<file path="src/rtl/hbus_pkg.sv">
package hbus_pkg;
   localparam int LANE_W = 8;

   typedef enum logic [1:0] {
      SRC_NONE    = 2'd0,
      SRC_LOCAL   = 2'd1,
      SRC_CENTRAL = 2'd2
   } acc_src_e;
endpackage

</file>
<file path="src/rtl/hbus_sync_pipe.sv">
module hbus_sync_pipe #(
   parameter int W = 1,
   parameter int STAGES = 2,
   parameter logic [W-1:0] RST_VAL = '0
) (
   input  logic         clk,
   input  logic         rst_n,
   input  logic [W-1:0] d,
   output logic [W-1:0] q
);
   logic [W-1:0] stg [STAGES];

   always_ff @(posedge clk or negedge rst_n) begin
      if (!rst_n) begin
         for (int i = 0; i < STAGES; i++) stg[i] <= RST_VAL;
      end else begin
         stg[0] <= d;
         for (int i = 1; i < STAGES; i++) stg[i] <= stg[i-1];
      end
   end

   assign q = stg[STAGES-1];
endmodule

</file>
<file path="src/rtl/hbus_hold_reg.sv">
module hbus_hold_reg #(
   parameter int W = 1,
   parameter logic [W-1:0] RST_VAL = '0
) (
   input  logic         clk,
   input  logic         rst_n,
   input  logic         load,
   input  logic [W-1:0] d,
   output logic [W-1:0] q
);
   always_ff @(posedge clk or negedge rst_n) begin
      if (!rst_n)    q <= RST_VAL;
      else if (load) q <= d;
   end
endmodule

</file>
<file path="src/rtl/hbus_wait_gen.sv">
module hbus_wait_gen #(
   parameter int MAX_WAIT = 3,
   localparam int WAIT_W = $clog2(MAX_WAIT + 1)
) (
   input  logic              clk,
   input  logic              rst_n,
   input  logic              start,
   input  logic              stop,
   input  logic [WAIT_W-1:0] cfg_wait,
   output logic              rdy_n
);
   logic [WAIT_W-1:0] cnt;
   logic [WAIT_W-1:0] load_val;

   always_comb begin
      if (int'(cfg_wait) > MAX_WAIT) load_val = WAIT_W'(MAX_WAIT);
      else                           load_val = cfg_wait;
   end

   always_ff @(posedge clk or negedge rst_n) begin
      if (!rst_n)          cnt <= '0;
      else if (start)      cnt <= load_val;
      else if (stop)       cnt <= '0;
      else if (cnt != '0)  cnt <= cnt - 1'b1;
   end

   assign rdy_n = (cnt == '0);
endmodule

</file>
<file path="src/rtl/hbus_async_slave.sv">
module hbus_async_slave #(
   parameter int ADDR_W      = 16,
   parameter int DATA_W      = 32,
   parameter int DEC_LSB     = 4,
   parameter int BASE        = 'h030,
   parameter int MAX_WAIT    = 3,
   parameter int SYNC_STAGES = 2,
   parameter int DATA_IDX    = 0,
   localparam int LANES    = DATA_W / 8,
   localparam int WORD_LSB = $clog2(LANES),
   localparam int WAIT_W   = $clog2(MAX_WAIT + 1)
) (
   input  logic                     clk,
   input  logic                     rst_n,
   input  logic [WAIT_W-1:0]        cfg_wait,
   input  logic                     host_ads_n,
   input  logic                     host_rd_n,
   input  logic                     host_wr_n,
   input  logic                     host_cs_n,
   input  logic                     host_aen,
   input  logic [LANES-1:0]         host_be_n,
   input  logic [ADDR_W-1:WORD_LSB] host_addr,
   input  logic [DATA_W-1:0]        host_wdata,
   output logic [DATA_W-1:0]        host_rdata,
   output logic                     host_rdy_n,
   output logic                     dev_sel_n
);
   import hbus_pkg::*;

   localparam int AW        = ADDR_W - WORD_LSB;
   localparam int MATCH_W   = ADDR_W - DEC_LSB;
   localparam int IDX_W     = DEC_LSB - WORD_LSB;
   localparam int NUM_WORDS = 2 ** IDX_W;
   localparam int FLD_W     = 2 + LANES + AW;
   localparam int SYN_W     = 3 + FLD_W + DATA_W;
   localparam logic [MATCH_W-1:0] BASE_V = MATCH_W'(BASE);
   localparam logic [FLD_W-1:0]   FLD_RST = {1'b1, 1'b0, {LANES{1'b1}}, {AW{1'b0}}};
   localparam logic [SYN_W-1:0]   SYN_RST = {3'b111, FLD_RST, {DATA_W{1'b0}}};

   if (DATA_W % LANE_W != 0) begin : g_chk_dw
      $error("DATA_W must be a whole number of byte lanes");
   end
   if (DEC_LSB <= WORD_LSB || ADDR_W <= DEC_LSB) begin : g_chk_dec
      $error("decode field must sit between word offset and address top");
   end
   if (DATA_IDX >= NUM_WORDS) begin : g_chk_idx
      $error("DATA_IDX outside the register window");
   end
   if (SYNC_STAGES < 2) begin : g_chk_sync
      $error("at least two synchronizer stages are required");
   end

   // synchronize every host input together so fields stay aligned with strobes
   logic [SYN_W-1:0] s_vec;
   logic             s_ads_n, s_rd_n, s_wr_n;
   logic [FLD_W-1:0] s_fld;
   logic [DATA_W-1:0] s_wdata;

   hbus_sync_pipe #(.W(SYN_W), .STAGES(SYNC_STAGES), .RST_VAL(SYN_RST)) u_sync (
      .clk   (clk),
      .rst_n (rst_n),
      .d     ({host_ads_n, host_rd_n, host_wr_n,
               host_cs_n, host_aen, host_be_n, host_addr, host_wdata}),
      .q     (s_vec)
   );

   assign {s_ads_n, s_rd_n, s_wr_n, s_fld, s_wdata} = s_vec;

   // address-side capture: transparent while the address strobe is low
   logic [FLD_W-1:0]  lat_fld;
   logic              lat_cs_n, lat_aen;
   logic [LANES-1:0]  lat_be_n;
   logic [AW-1:0]     lat_addr;

   hbus_hold_reg #(.W(FLD_W), .RST_VAL(FLD_RST)) u_fld (
      .clk   (clk),
      .rst_n (rst_n),
      .load  (!s_ads_n),
      .d     (s_fld),
      .q     (lat_fld)
   );

   assign {lat_cs_n, lat_aen, lat_be_n, lat_addr} = lat_fld;

   // write data: last value seen while the write strobe was low
   logic [DATA_W-1:0] wd_hold;

   hbus_hold_reg #(.W(DATA_W), .RST_VAL('0)) u_wd (
      .clk   (clk),
      .rst_n (rst_n),
      .load  (!s_wr_n),
      .d     (s_wdata),
      .q     (wd_hold)
   );

   // strobe edges from the synchronized levels
   logic rd_prev, wr_prev;
   logic rd_fall, rd_rise, wr_fall, wr_rise;

   always_ff @(posedge clk or negedge rst_n) begin
      if (!rst_n) begin
         rd_prev <= 1'b1;
         wr_prev <= 1'b1;
      end else begin
         rd_prev <= s_rd_n;
         wr_prev <= s_wr_n;
      end
   end

   assign rd_fall = rd_prev  & ~s_rd_n;
   assign rd_rise = ~rd_prev & s_rd_n;
   assign wr_fall = wr_prev  & ~s_wr_n;
   assign wr_rise = ~wr_prev & s_wr_n;

   // target decode
   logic             local_hit;
   logic             central_ok;
   acc_src_e         src;
   logic             sel;
   logic [IDX_W-1:0] idx;

   assign local_hit  = lat_aen && (lat_addr[AW-1:DEC_LSB-WORD_LSB] == BASE_V);
   assign central_ok = !lat_cs_n && (lat_be_n == '0);
   assign dev_sel_n  = !local_hit;

   always_comb begin
      if (!lat_cs_n) src = central_ok ? SRC_CENTRAL : SRC_NONE;
      else           src = local_hit  ? SRC_LOCAL   : SRC_NONE;
   end

   assign sel = (src != SRC_NONE);
   assign idx = (src == SRC_CENTRAL) ? IDX_W'(DATA_IDX) : lat_addr[IDX_W-1:0];

   // register file with per-lane merge
   logic                 wr_commit;
   logic [NUM_WORDS-1:0][DATA_W-1:0] rfile;
   logic [DATA_W-1:0]    rfile_nxt [NUM_WORDS];

   assign wr_commit = wr_rise && sel;

   for (genvar w = 0; w < NUM_WORDS; w++) begin : g_word
      always_comb begin
         rfile_nxt[w] = rfile[w];
         if (wr_commit && (idx == IDX_W'(w))) begin
            for (int l = 0; l < LANES; l++) begin
               if (!lat_be_n[l]) rfile_nxt[w][l*LANE_W +: LANE_W] = wd_hold[l*LANE_W +: LANE_W];
            end
         end
      end
   end

   always_ff @(posedge clk or negedge rst_n) begin
      if (!rst_n) begin
         rfile <= '0;
      end else begin
         for (int w = 0; w < NUM_WORDS; w++) rfile[w] <= rfile_nxt[w];
      end
   end

   // read data follows the target while the read strobe is low, then holds
   always_ff @(posedge clk or negedge rst_n) begin
      if (!rst_n)               host_rdata <= '0;
      else if (!s_rd_n && sel)  host_rdata <= rfile[idx];
   end

   // wait-state generation
   hbus_wait_gen #(.MAX_WAIT(MAX_WAIT)) u_wait (
      .clk      (clk),
      .rst_n    (rst_n),
      .start    ((rd_fall || wr_fall) && sel),
      .stop     (rd_rise || wr_rise || !sel),
      .cfg_wait (cfg_wait),
      .rdy_n    (host_rdy_n)
   );
endmodule

</file>
<file path="config.mk">
export PLATFORM = sky130hd
export DESIGN_NAME = hbus_async_slave
export DESIGN_NICKNAME = d
export VERILOG_FILES = /design/src/rtl/hbus_pkg.sv /design/src/rtl/hbus_sync_pipe.sv /design/src/rtl/hbus_hold_reg.sv /design/src/rtl/hbus_wait_gen.sv /design/src/rtl/hbus_async_slave.sv
export SDC_FILE = /design/constraint.sdc
export NUM_CORES = 1
export LEC_CHECK = 0
export BUFFER_PORTS_ARGS = -buffer_cell sky130_fd_sc_hd__buf_2
export CORE_UTILIZATION = 45
export DETAILED_ROUTE_END_ITERATION = 12
export SETUP_SLACK_MARGIN = 0.1
export SLEW_MARGIN = 40
export SYNTH_ARGS = -nofsm -noshare
export SYNTH_HDL_FRONTEND = slang
export SYNTH_HIERARCHICAL = 1
export SYNTH_SLANG_ARGS = --single-unit
</file>
<file path="constraint.sdc">
create_clock -name clk -period 4.7 [get_ports clk]
set_input_delay 0.47 -clock clk [delete_from_list [all_inputs] [get_ports clk]]
set_output_delay 0.47 -clock clk [all_outputs]
set_load 0.01 [all_outputs]
</file>
==> impl_results.md, run 1 <==
- Pwr Total: approximately 0.0063 W
- Postcts setup bufs: 0
- Synth top area share: 55.2%
- Clk_lat worst skew: about 0.53 ns
- Setup Slack @ Placement: 1.56 ns
- Mean Syn Cell Area: approximately 14 um^2
- Post-Syn Nets: roughly 1000
- Routed Antenna Nets: 0
- Num ports: 93
- Die width: around 180 um
- Crit path cell chain: buf_4, clkinv_1, nand3_1, o31a_1, buf_4, o31ai_1
- Gr ovfl total: 0
- CTS max path bufs: 3
- Unrepaired setup endpoints after global routing: no
- Layout Area Growth over Synthesis: 12.2%
- Initial antenna violation count: 0
- Top post-synthesis cells by area: dfrtp_1 55%, mux2_2 13%, mux2_4 5.5%
- Fmax: approximately 320 MHz
- Max_cap viols: 0
- FFs w/ async S/R, synth: 100%
- Post-Layout Cell Count: between 1000 and 1500
- Sequential cell area: ~8200 um^2
- Setup TNS: 0 ns
- First DRT Iteration DRCs: between 300 and 400
- Seq/Total Area, Yosys: 59.6%
- Setup slack, reg-to-reg: 1.58 ns
- Top_reg_cell synth: dfrtp_1
- First-pass GRT wire length: ~45000 um
- Max Slew Vio Count: 0
- Net count, final: around 1100
- CP max-delay cell: dfstp_2
- Yosys cell types: between 40 and 50
- Hold path depth: 1
- Residual DRC: 0
- Cell accounting for the most synthesized area: dfrtp_1
- Clock transition at path regs: roughly 0.060 ns
- Multi-input gate area in the final layout: roughly 4700 um^2
- Share of layout cells above drive strength 1: 41.3%
- Beginning of the worst register-to-register path: u_fld/q[19]
- First-pass DRT Iterations: 7
- Routed WL: 27200 um
- N_diodes: 0
- Leading cell types in the layout, fill and taps excluded: 301 x dfrtp_1, 158 x mux2_2, 97 x o211ai_1
- Critical path depth in cells: 6
- Most used cell, CP: buf_4
- Total CTS buffers: 37
- Dpl cell area: roughly 14000 um^2
- PD cells: 412 nW/um^2
- Core area: between 20000 and 30000 um^2
- Fin crit period: 3.12 ns
- #FFs+latches synth: about 330
- Clock H-tree levels: 2
- Worst-case reg-to-reg path depth: 6
- Crit-path max cell delay: approximately 0.84 ns
- Final setup viols: 0
- CP required: 5.08 ns
- Worst Path Max Fanout: 22
- Worst Setup EP: rfile[18]
- Die Footprint: between 30000 and 40000 um^2
- # fillers: roughly 2500
- Row count: 63
- Root Driver: clkbuf_16
- Hpwl dp: approximately 17000 um
- Drt via density: 5.40
- Final Cell Area: 15400 um^2
- Die height: ~180 um
- Period utilization: 66.4%
- Starting Density: between 40 and 50%
- Worst-Margin Slew: between 0.7 and 0.8 ns
- Synthesized area: roughly 14000 um^2
- Final Skew: 0.0206 ns
- Final setup margin: between 1.5 and 2 ns
- Via count: about 7700
- Post-CTS Resized: 0
- Port Buf Inserts: roughly 90
- Crit path from: u_fld/q[19]
- Commonest non-fill, non-tap cell in the layout: dfrtp_1
- Syn. warnings: 6
- Worst Hold Class: in -> reg
- Crit path capture type: register
- Maximum number of pins on one net before global-route repair: 92
- Vias in the first global route: between 8000 and 9000
- Avg WL per Cell: 19.1 um
- Critical path type: reg -> reg
- Gpl congestion: between 0.7 and 0.8
- # clock sinks: approximately 330
- Synth Instances: approximately 970
- EDFF count, synth: 0
- Global Route Usage Sum: between 10% and 20%
- Element type at the critical path start: register
- Status: finished clean
- Slew margin rel.: between 40% and 50%
- CTS tree: built
- Reg-to-Reg End: rfile[18]
- Cell family with most CP delay: buffers and inverters
- Placed insts: between 1000 and 1500
- Maximum vdd drop: 0.286 mV
- CP arrival: 3.50 ns
- CP Buf/Inv Count: 3
- Leakage power: a little over 7 nW
- Hold Fails Final Rpt: 0
-- sequential cells by signal (all words and copies together), names as in the netlist --
| register | count |
|---|---|
| host_rdata | 32 |
| rd_prev | 1 |
| rfile | 128 |
| u_fld/q | 20 |
| u_sync/q | 55 |
| u_sync/stg | 55 |
| u_wait/cnt | 2 |
| u_wd/q | 32 |
| wr_prev | 1 |
-- final cells by class --
cell class	instances	area share [%]
clock buffers	54	6.88
clock inverters	14	0.967
inverters	38	0.942
multi-input cells	488	30.5
flip-flops and latches	326	53.2
well taps	390	3.17
repair buffers	111	4.34
-- metrics by stage --
step                      hold WS (ns)  utilization [%]
after detailed placement         0.335             47.6
after global placement           0.333             47.4
final                           0.0388             51.7
after CTS                       0.0159             51.7
after global routing            0.0175             51.7
after floorplan                  0.174                -
-- cells by family after synthesis --
logic type	after synthesis	share of synthesized area [%]
AO/OA/AOI/OAI	167	8.86
adder cells (fa/ha/maj)	1	0.0911
buffers and inverters	154	6.35
flip-flops	326	59.6
multiplexers	212	18.8
XOR/XNOR	1	0.0638
AND/OR/NAND/NOR	107	6.27
-- per-layer routing --
layer / part of all wire, % / track usage, % / wire length (um) / vias to the layer above
met4: 2.4 / 6.03 / 653 / 0
li1: - / - / - / 3523
met2: 45 / 28.4 / 12200 / 173
met3: 4.3 / 3.14 / 1170 / 48
met1: 48 / 26.1 / 13100 / 3930
met5: 0 / 0 / 0 / -
-- cell usage after synthesis (2+ instances only) --
| library cell | n |
|---|---|
| dfrtp_1 | 303 |
| mux2_2 | 158 |
| o211ai_1 | 97 |
| buf_4 | 58 |
| mux2_4 | 50 |
| clkbuf_1 | 41 |
| inv_1 | 37 |
| nand2_1 | 35 |
| a31oi_1 | 32 |
| nor3b_1 | 32 |
| o31ai_1 | 32 |
| dfstp_2 | 23 |
| nor4_4 | 13 |
| buf_1 | 7 |
| nand2b_1 | 5 |
| buf_2 | 4 |
| mux2_1 | 4 |
| or3_1 | 4 |
| buf_12 | 3 |
| buf_6 | 3 |
| nor2_1 | 3 |
| nand3_1 | 2 |
| nand4_1 | 2 |
| nor2b_1 | 2 |
-- worst reg2reg max path, delay by kind of cell, from the launching register on --
family	cells	cell delay (ns)
buffers and inverters	3	1.20
flip-flops	1	0.84
AO/OA/AOI/OAI	2	0.69
AND/OR/NAND/NOR	1	0.24
-- power breakdown --
part	leakage [nW]	switching [W]	internal [W]
Clock	0.596	0.00112	0.00169
Combinational	2.39	0.000228	0.000192
Sequential	4.14	0.000156	0.00296
-- worst min-delay path by stage --
| stage | startpoint | end |
|---|---|---|
| global route | host_be_n[2] | u_sync/stg[103] |
| floorplan | rst_n | host_rdata[0] |
| finish | host_rd_n | u_sync/stg[108] |
| detailed placement | u_sync/stg[67] | u_sync/q[12] |
| global placement | u_sync/stg[75] | u_sync/q[20] |
| CTS | host_rd_n | u_sync/stg[108] |
-- timing repair --
| item | 4_1_cts | 5_1_grt |
|---|---|---|
| hold endpoints to repair | 47 | 0 |
| hold buffers | 1 | 0 |
| endpoints found under the setup margin | 0 | 0 |
No activity file was read; power rests on OpenSTA's default activity.
==> run 2: changes to the inputs <==
==> constraint.sdc (replaced) <==
create_clock -name clk -period 2.8 [get_ports clk]
set_input_delay 0.28 -clock clk [delete_from_list [all_inputs] [get_ports clk]]
set_output_delay 0.28 -clock clk [all_outputs]
set_load 0.01 [all_outputs]
==> impl_results.md, run 2 (synthesis gave the netlist of run 1 again) <==
- Leading cell types in the layout, fill and taps excluded: 301 x dfrtp_1, 158 x mux2_2, 97 x o211ai_1
- Setup slack, reg-to-reg: 0.33 ns
- PD cells: approximately 680 nW/um^2
- Setup Slack @ Placement: roughly 0.22 ns
- Gpl congestion: 0.762
- Final setup margin: 0.333 ns
- Beginning of the worst register-to-register path: u_fld/q[19]
- Post-CTS Resized: 0
- Total CTS buffers: 36
- Post-Layout Cell Count: roughly 1500
- Max_cap viols: 0
- Critical path type: reg -> reg
- Core area: between 20000 and 30000 um^2
- Fraction of power consumed by combinational cells: around 7.5%
- Worst Path Max Fanout: 38
- Reg-to-Reg End: rfile[110]
- Residual DRC: 0
- Sequential share of power: between 40% and 50%
- Max FFs per register: approximately 130
- Final setup viols: 0
- N_diodes: 0
- Clock transition at path regs: ~0.060 ns
- Via count: around 7900
- Hpwl dp: between 15000 and 20000 um
- Slew margin rel.: between 50% and 60%
- CTS tree: built
- Worst-Margin Slew: 0.692 ns
- Sw Pwr: between 0.002 and 0.003 W
- Starting Density: 46.1%
- Clk network pwr share: a little under half
- Gr ovfl total: 0
- First-pass GRT wire length: roughly 47000 um
- Vias in the first global route: between 8000 and 9000
- Fin crit period: around 2.5 ns
- Leakage power: between 7 and 8 nW
- Global Route Usage Sum: between 10% and 20%
- Critical path depth in cells: 4
- Worst-case reg-to-reg path depth: 4
- Top flop regs: rfile (128), u_sync/q (55), u_sync/stg (55)
- Num ports: 93
- Drt via density: ~5.3
- CTS max path bufs: 3
- Crit path capture type: register
- Avg WL per Cell: ~19 um
- Share of layout cells above drive strength 1: about two fifths
- Maximum number of pins on one net before global-route repair: 107
- Clk_lat worst skew: 0.52 ns
- Worst Setup EP: rfile[110]
- Port Buf Inserts: around 90
- Setup TNS: 0 ns
- CP Buf/Inv Count: 1
- Status: finished clean
- Routed Antenna Nets: 0
- Period utilization: between 80 and 90%
- Worst Hold Class: in -> async
- Final Skew: between 0.01 and 0.015 ns
- Placed insts: 1373
- Final Cell Area: 16200 um^2
- # clock sinks: between 300 and 400
- Die Footprint: ~31000 um^2
- Biggest register: rfile
- Die width: about 180 um
- Unrepaired setup endpoints after global routing: no
- Pint: roughly 0.0084 W
- CP arrival: 2.86 ns
- Element type at the critical path start: register
- Cell family with most CP delay: simple AND/OR/NAND/NOR gates
- Crit-path max cell delay: 0.58 ns
- Dpl cell area: 14300 um^2
- Hold Fails Final Rpt: 0
- Commonest non-fill, non-tap cell in the layout: dfrtp_1
- Row count: between 60 and 70
- Crit path from: u_fld/q[19]
- First DRT Iteration DRCs: between 300 and 400
- Routed WL: 28100 um
- First-pass DRT Iterations: 4
- Clock H-tree levels: 2
- Crit path cell chain: buf_4, nand3_4, nor4_4, mux2_2
- Switching portion of total power: around 23%
- CP max-delay cell: nor4_4
- CP required: approximately 3.2 ns
- Die height: around 180 um
- Net count, final: approximately 1100
- Root Driver: clkbuf_16
- Maximum vdd drop: 0.478 mV
- WHS: roughly 0.28 ns
- Layout Area Growth over Synthesis: 17.7%
- Initial antenna violation count: 0
- Fmax: between 400 and 500 MHz
- Max Slew Vio Count: 0
==> run 2: final cells by class <==
| class | instances | area, um^2 |
|---|---|---|
| fill | 2490 | 13600 |
| inverter | 38 | 143 |
| clock inverter | 13 | 204 |
| multi-input combinational | 488 | 4700 |
| tap | 390 | 488 |
| clock buffer | 50 | 1040 |
| timing repair buffer | 190 | 1400 |
| sequential | 326 | 8190 |
==> run 2: metrics by stage <==
stage | util [%] | total power [W]
floorplan | - | 0.00574
global placement | 48.1 | 0.00603
detailed placement | 48.1 | 0.00604
CTS | 54.2 | 0.0111
global route | 54.3 | 0.0114
finish | 54.3 | 0.0109
==> run 2: worst min-delay path by stage <==
| stage | startpoint | endpoint | slack, ns |
|---|---|---|---|
| finish | rst_n | u_sync/q[4] | 0.28 |
| global route | rst_n | u_sync/stg[60] | 0.31 |
| CTS | rst_n | u_sync/stg[60] | 0.29 |
| detailed placement | rst_n | u_sync/q[4] | 0.23 |
| global placement | rst_n | u_sync/q[4] | 0.23 |
| floorplan | rst_n | host_rdata[0] | -0.02 |
==> run 2: worst register-to-register path, delay by kind of cell (launching register included) <==
| family | cells | cell delay [ns] |
|---|---|---|
| DFF | 1 | 0.52 |
| buffers and inverters | 1 | 0.47 |
| and+or+nand+nor | 2 | 0.94 |
| muxes | 1 | 0.41 |
==> run 2: power by group through the flow <==
stage | Sequential [W] | Combinational [W] | Clock (W)
2_1_floorplan | 0.00518 | 0.000555 | 0
3_3_place_gp | 0.00526 | 0.000768 | 0
5_1_grt | 0.00521 | 0.000918 | 0.00528
6_report | 0.00518 | 0.000826 | 0.00493
3_5_place_dp | 0.00527 | 0.000775 | 0
4_1_cts | 0.00518 | 0.000842 | 0.00505
==> run 2: what timing repair did <==
action / in CTS / in global routing
hold endpoints to repair: 102 / 0
buffers inserted: 0 / 1
endpoints found under the setup margin: 0 / 15
hold buffers: 58 / 0
==> run 2: per-layer routing <==
metal  track usage (%)  part of all wire, %  vias to the layer above  wire length [um]
li1                  -                    -                     3681                 -
met1              27.9                   48                     3979             13400
met2              29.4                   45                      187             12600
met3              2.94                  5.3                       46              1480
met4              5.68                  2.0                        0               571
met5                 0                    0                        -                 0
==> run 3: changes to the inputs <==
--- a/config.mk
+++ b/config.mk
@@ -5,6 +5,7 @@
 export SDC_FILE = /design/constraint.sdc
 export NUM_CORES = 1
 export LEC_CHECK = 0
+export ABC_AREA = 1
 export BUFFER_PORTS_ARGS = -buffer_cell sky130_fd_sc_hd__buf_2
 export CORE_UTILIZATION = 45
 export DETAILED_ROUTE_END_ITERATION = 12
==> impl_results.md, run 3 <==
- Leakage power: 8.04 nW
- Clock transition at path regs: roughly 0.060 ns
- Sequential share of power: 48.3%
- Max_cap viols: 0
- Post-CTS Resized: 0
- Num ports: 93
- Post-CTS Hold Buffers: 56
- Avg WL per Cell: 15.9 um
- Hold Fails Final Rpt: 0
- # fillers: approximately 2700
- Clk network pwr share: ~42%
- Final setup viols: 0
- Most frequent cell after synthesis: nand2_1
- Beginning of the worst register-to-register path: u_sync/q[52]
- Vias in the first global route: 9501
- Worst Hold Class: in -> reg
- Hpwl dp: ~18000 um
- Synth Instances: between 1000 and 1500
- Max Slew Vio Count: 0
- Routed Antenna Nets: 0
- Pint: between 0.008 and 0.009 W
- Residual DRC: 0
- #FFs+latches synth: approximately 330
- Slew margin rel.: a little under three fifths
- Worst-case reg-to-reg path depth: 8
- Routed WL: approximately 30000 um
- Die width: ~170 um
- WHS: 0.0651 ns
- Reg-to-Reg End: rfile[109]
- Starting Density: 45.8%
- Final Skew: between 0.015 and 0.02 ns
- Row count: 62
- Top post-synthesis cells by area: dfrtp_1 58%, nand2_1 19%, nand4_1 6.5%
- Core area: 28700 um^2
- Syn. warnings: 6
- First DRT Iteration DRCs: between 800 and 900
- EDFF count, synth: 0
- Maximum number of pins on one net before global-route repair: 74
- Hold Crit Start: cfg_wait[1]
- Leading cell types in the layout, fill and taps excluded: 675 x nand2_1, 303 x dfrtp_1, 136 x nand4_1
- CP arrival: around 2.6 ns
- Switching portion of total power: ~25%
- Fraction of power consumed by combinational cells: 9.6%
- CP required: between 3 and 4 ns
- Port Buf Inserts: approximately 90
- Worst-Margin Slew: ~0.67 ns
- Total CTS buffers: 35
- Multi-input gate area in the final layout: ~4000 um^2
- Drt via density: 5.13
- Biggest register: rfile
- Gpl congestion: between 0.7 and 0.8
- Critical path type: reg -> reg
- CTS tree: built
- Crit path capture type: register
- Crit-path max cell delay: ~0.54 ns
- First-pass DRT Iterations: 5
- FFs w/ async S/R, synth: between 90% and 100%
- Element type at the critical path start: register
- CP Buf/Inv Count: 4
- Clock H-tree levels: 2
- Crit path cell chain: inv_1, nor2_1, buf_4, inv_1, a21oi_4, buf_4, nand4_1, nand2_1
- Period utilization: 78.1%
- Layout Area Growth over Synthesis: 16.2%
- # clock sinks: 326
- Global Route Usage Sum: about a fifth
- Die height: approximately 170 um
- Commonest non-fill, non-tap cell in the layout: nand2_1
- Status: finished clean
- Hold path depth: 5
- Max FFs per register: approximately 130
- Final standard cell utilization of the core: a little over half
- Initial antenna violation count: 0
- Gr ovfl total: 0
- First-pass GRT wire length: around 50000 um
- Postcts setup bufs: 0
- Share of layout cells above drive strength 1: around 16%
- Via count: approximately 9700
- Net count, final: between 1500 and 2000
- Unrepaired setup endpoints after global routing: no
- Setup TNS: 0 ns
- Top flop regs: rfile (128), u_sync/q (55), u_sync/stg (55)
- Endpoint, Worst Hold: u_wait/cnt[1]
- CP max-delay cell: dfstp_2
- Fin crit period: about 2.2 ns
- Maximum vdd drop: 0.487 mV
- Seq/Total Area, Yosys: 62.3%
- Synth cell count leaders: 675 x nand2_1, 303 x dfrtp_1, 136 x nand4_1
- Cell accounting for the most synthesized area: dfrtp_1
- Clk_lat worst skew: around 0.52 ns
- Fmax: roughly 460 MHz
- CTS max path bufs: 3
- Critical path depth in cells: 8
- Post-Syn Nets: roughly 1500
- Yosys cell types: 28
- Synthesized area: 13100 um^2
- Setup slack, reg-to-reg: between 0.6 and 0.7 ns
- Root Driver: clkbuf_16
- Worst Path Max Fanout: between 60 and 70
- PD cells: ~720 nW/um^2
- Mean Syn Cell Area: 9.42 um^2
- Sw Pwr: around 0.0028 W
- Sequential cell area: approximately 8200 um^2
- N_diodes: 0
- Synth top area share: 57.7%
- Cell family with most CP delay: buffers and inverters
- Die Footprint: approximately 30000 um^2
- Top_reg_cell synth: dfrtp_1
-- run 3: changes by cell type in the layout (fill, tap and decap cells not counted), sizes merged, moves of 21 or more --
cell    delta
nor3b     -33
inv       -21
nand4    +142
mux2     -212
o31ai     -32
a31oi     -32
o211ai    -96
nand3     +64
nand2    +654
-- run 3: per-stage QoR --
| stage | worst slack (ns) | instances | power (W) | instance area, um^2 |
|---|---|---|---|---|
| final | 0.614 | 1889 | 0.0110 | 15300 |
| after global routing | 0.356 | 1889 | 0.0115 | 15300 |
| after CTS | 0.617 | 1889 | 0.0112 | 15300 |
| after detailed placement | 0.672 | 1772 | 0.00641 | 13500 |
| after global placement | 0.677 | 1772 | 0.00639 | 13500 |
| after floorplan | 0.921 | 1395 | 0.00601 | 13100 |
-- run 3: layout make-up --
type | instances | share of cell area, %
repair buffers | 182 | 8.58
multi-input cells | 919 | 26.6
inverters | 17 | 0.467
clock buffers | 48 | 6.64
flip-flops and latches | 326 | 53.6
well taps | 384 | 3.14
clock inverters | 13 | 1.02
-- run 3: worst max-delay path by stage --
stage / to / startpoint / slack [ns]
6_report: rfile[109] / u_sync/q[52] / 0.61
3_3_place_gp: rfile[51] / u_fld/q[3] / 0.68
3_5_place_dp: u_wait/cnt[0] / u_fld/q[3] / 0.67
2_1_floorplan: u_wait/cnt[0] / u_fld/q[3] / 0.92
4_1_cts: rfile[109] / u_sync/q[52] / 0.62
5_1_grt: rfile[26] / u_sync/q[52] / 0.36
-- run 3: kinds of logic (layout without fill, tap and decap cells) --
logic type               count (synthesis)  count (layout)  synth area share [%]
AO/OA/AOI/OAI                            3               3                 0.162
adder cells (fa/ha/maj)                  1               1                0.0952
buffers and inverters                  150             260                  7.00
flip-flops                             326             326                  62.3
AND/OR/NAND/NOR                        915             915                  30.5
-- run 3: worst register-to-register path, cell delays in order, from the launching register on --
cell     delay, ns
dfstp_2       0.54
inv_1         0.05
nor2_1        0.10
buf_4         0.27
inv_1         0.14
a21oi_4       0.15
buf_4         0.54
nand4_1       0.24
nand2_1       0.10
-- run 3: layer usage --
metal  wire length (um)  global-route usage, %
met5                  0                      0
met1              14200                   30.6
met4                639                   5.57
met3               1520                   3.08
met2              13700                   32.5
-- run 3: power groups by stage --
stage                     Combinational, W  Clock, W  Sequential, W
final                              0.00106   0.00464        0.00533
after global routing               0.00120   0.00495        0.00537
after CTS                          0.00107   0.00476        0.00533
after detailed placement           0.00100         0        0.00541
after global placement            0.000988         0        0.00540
after floorplan                   0.000652         0        0.00536
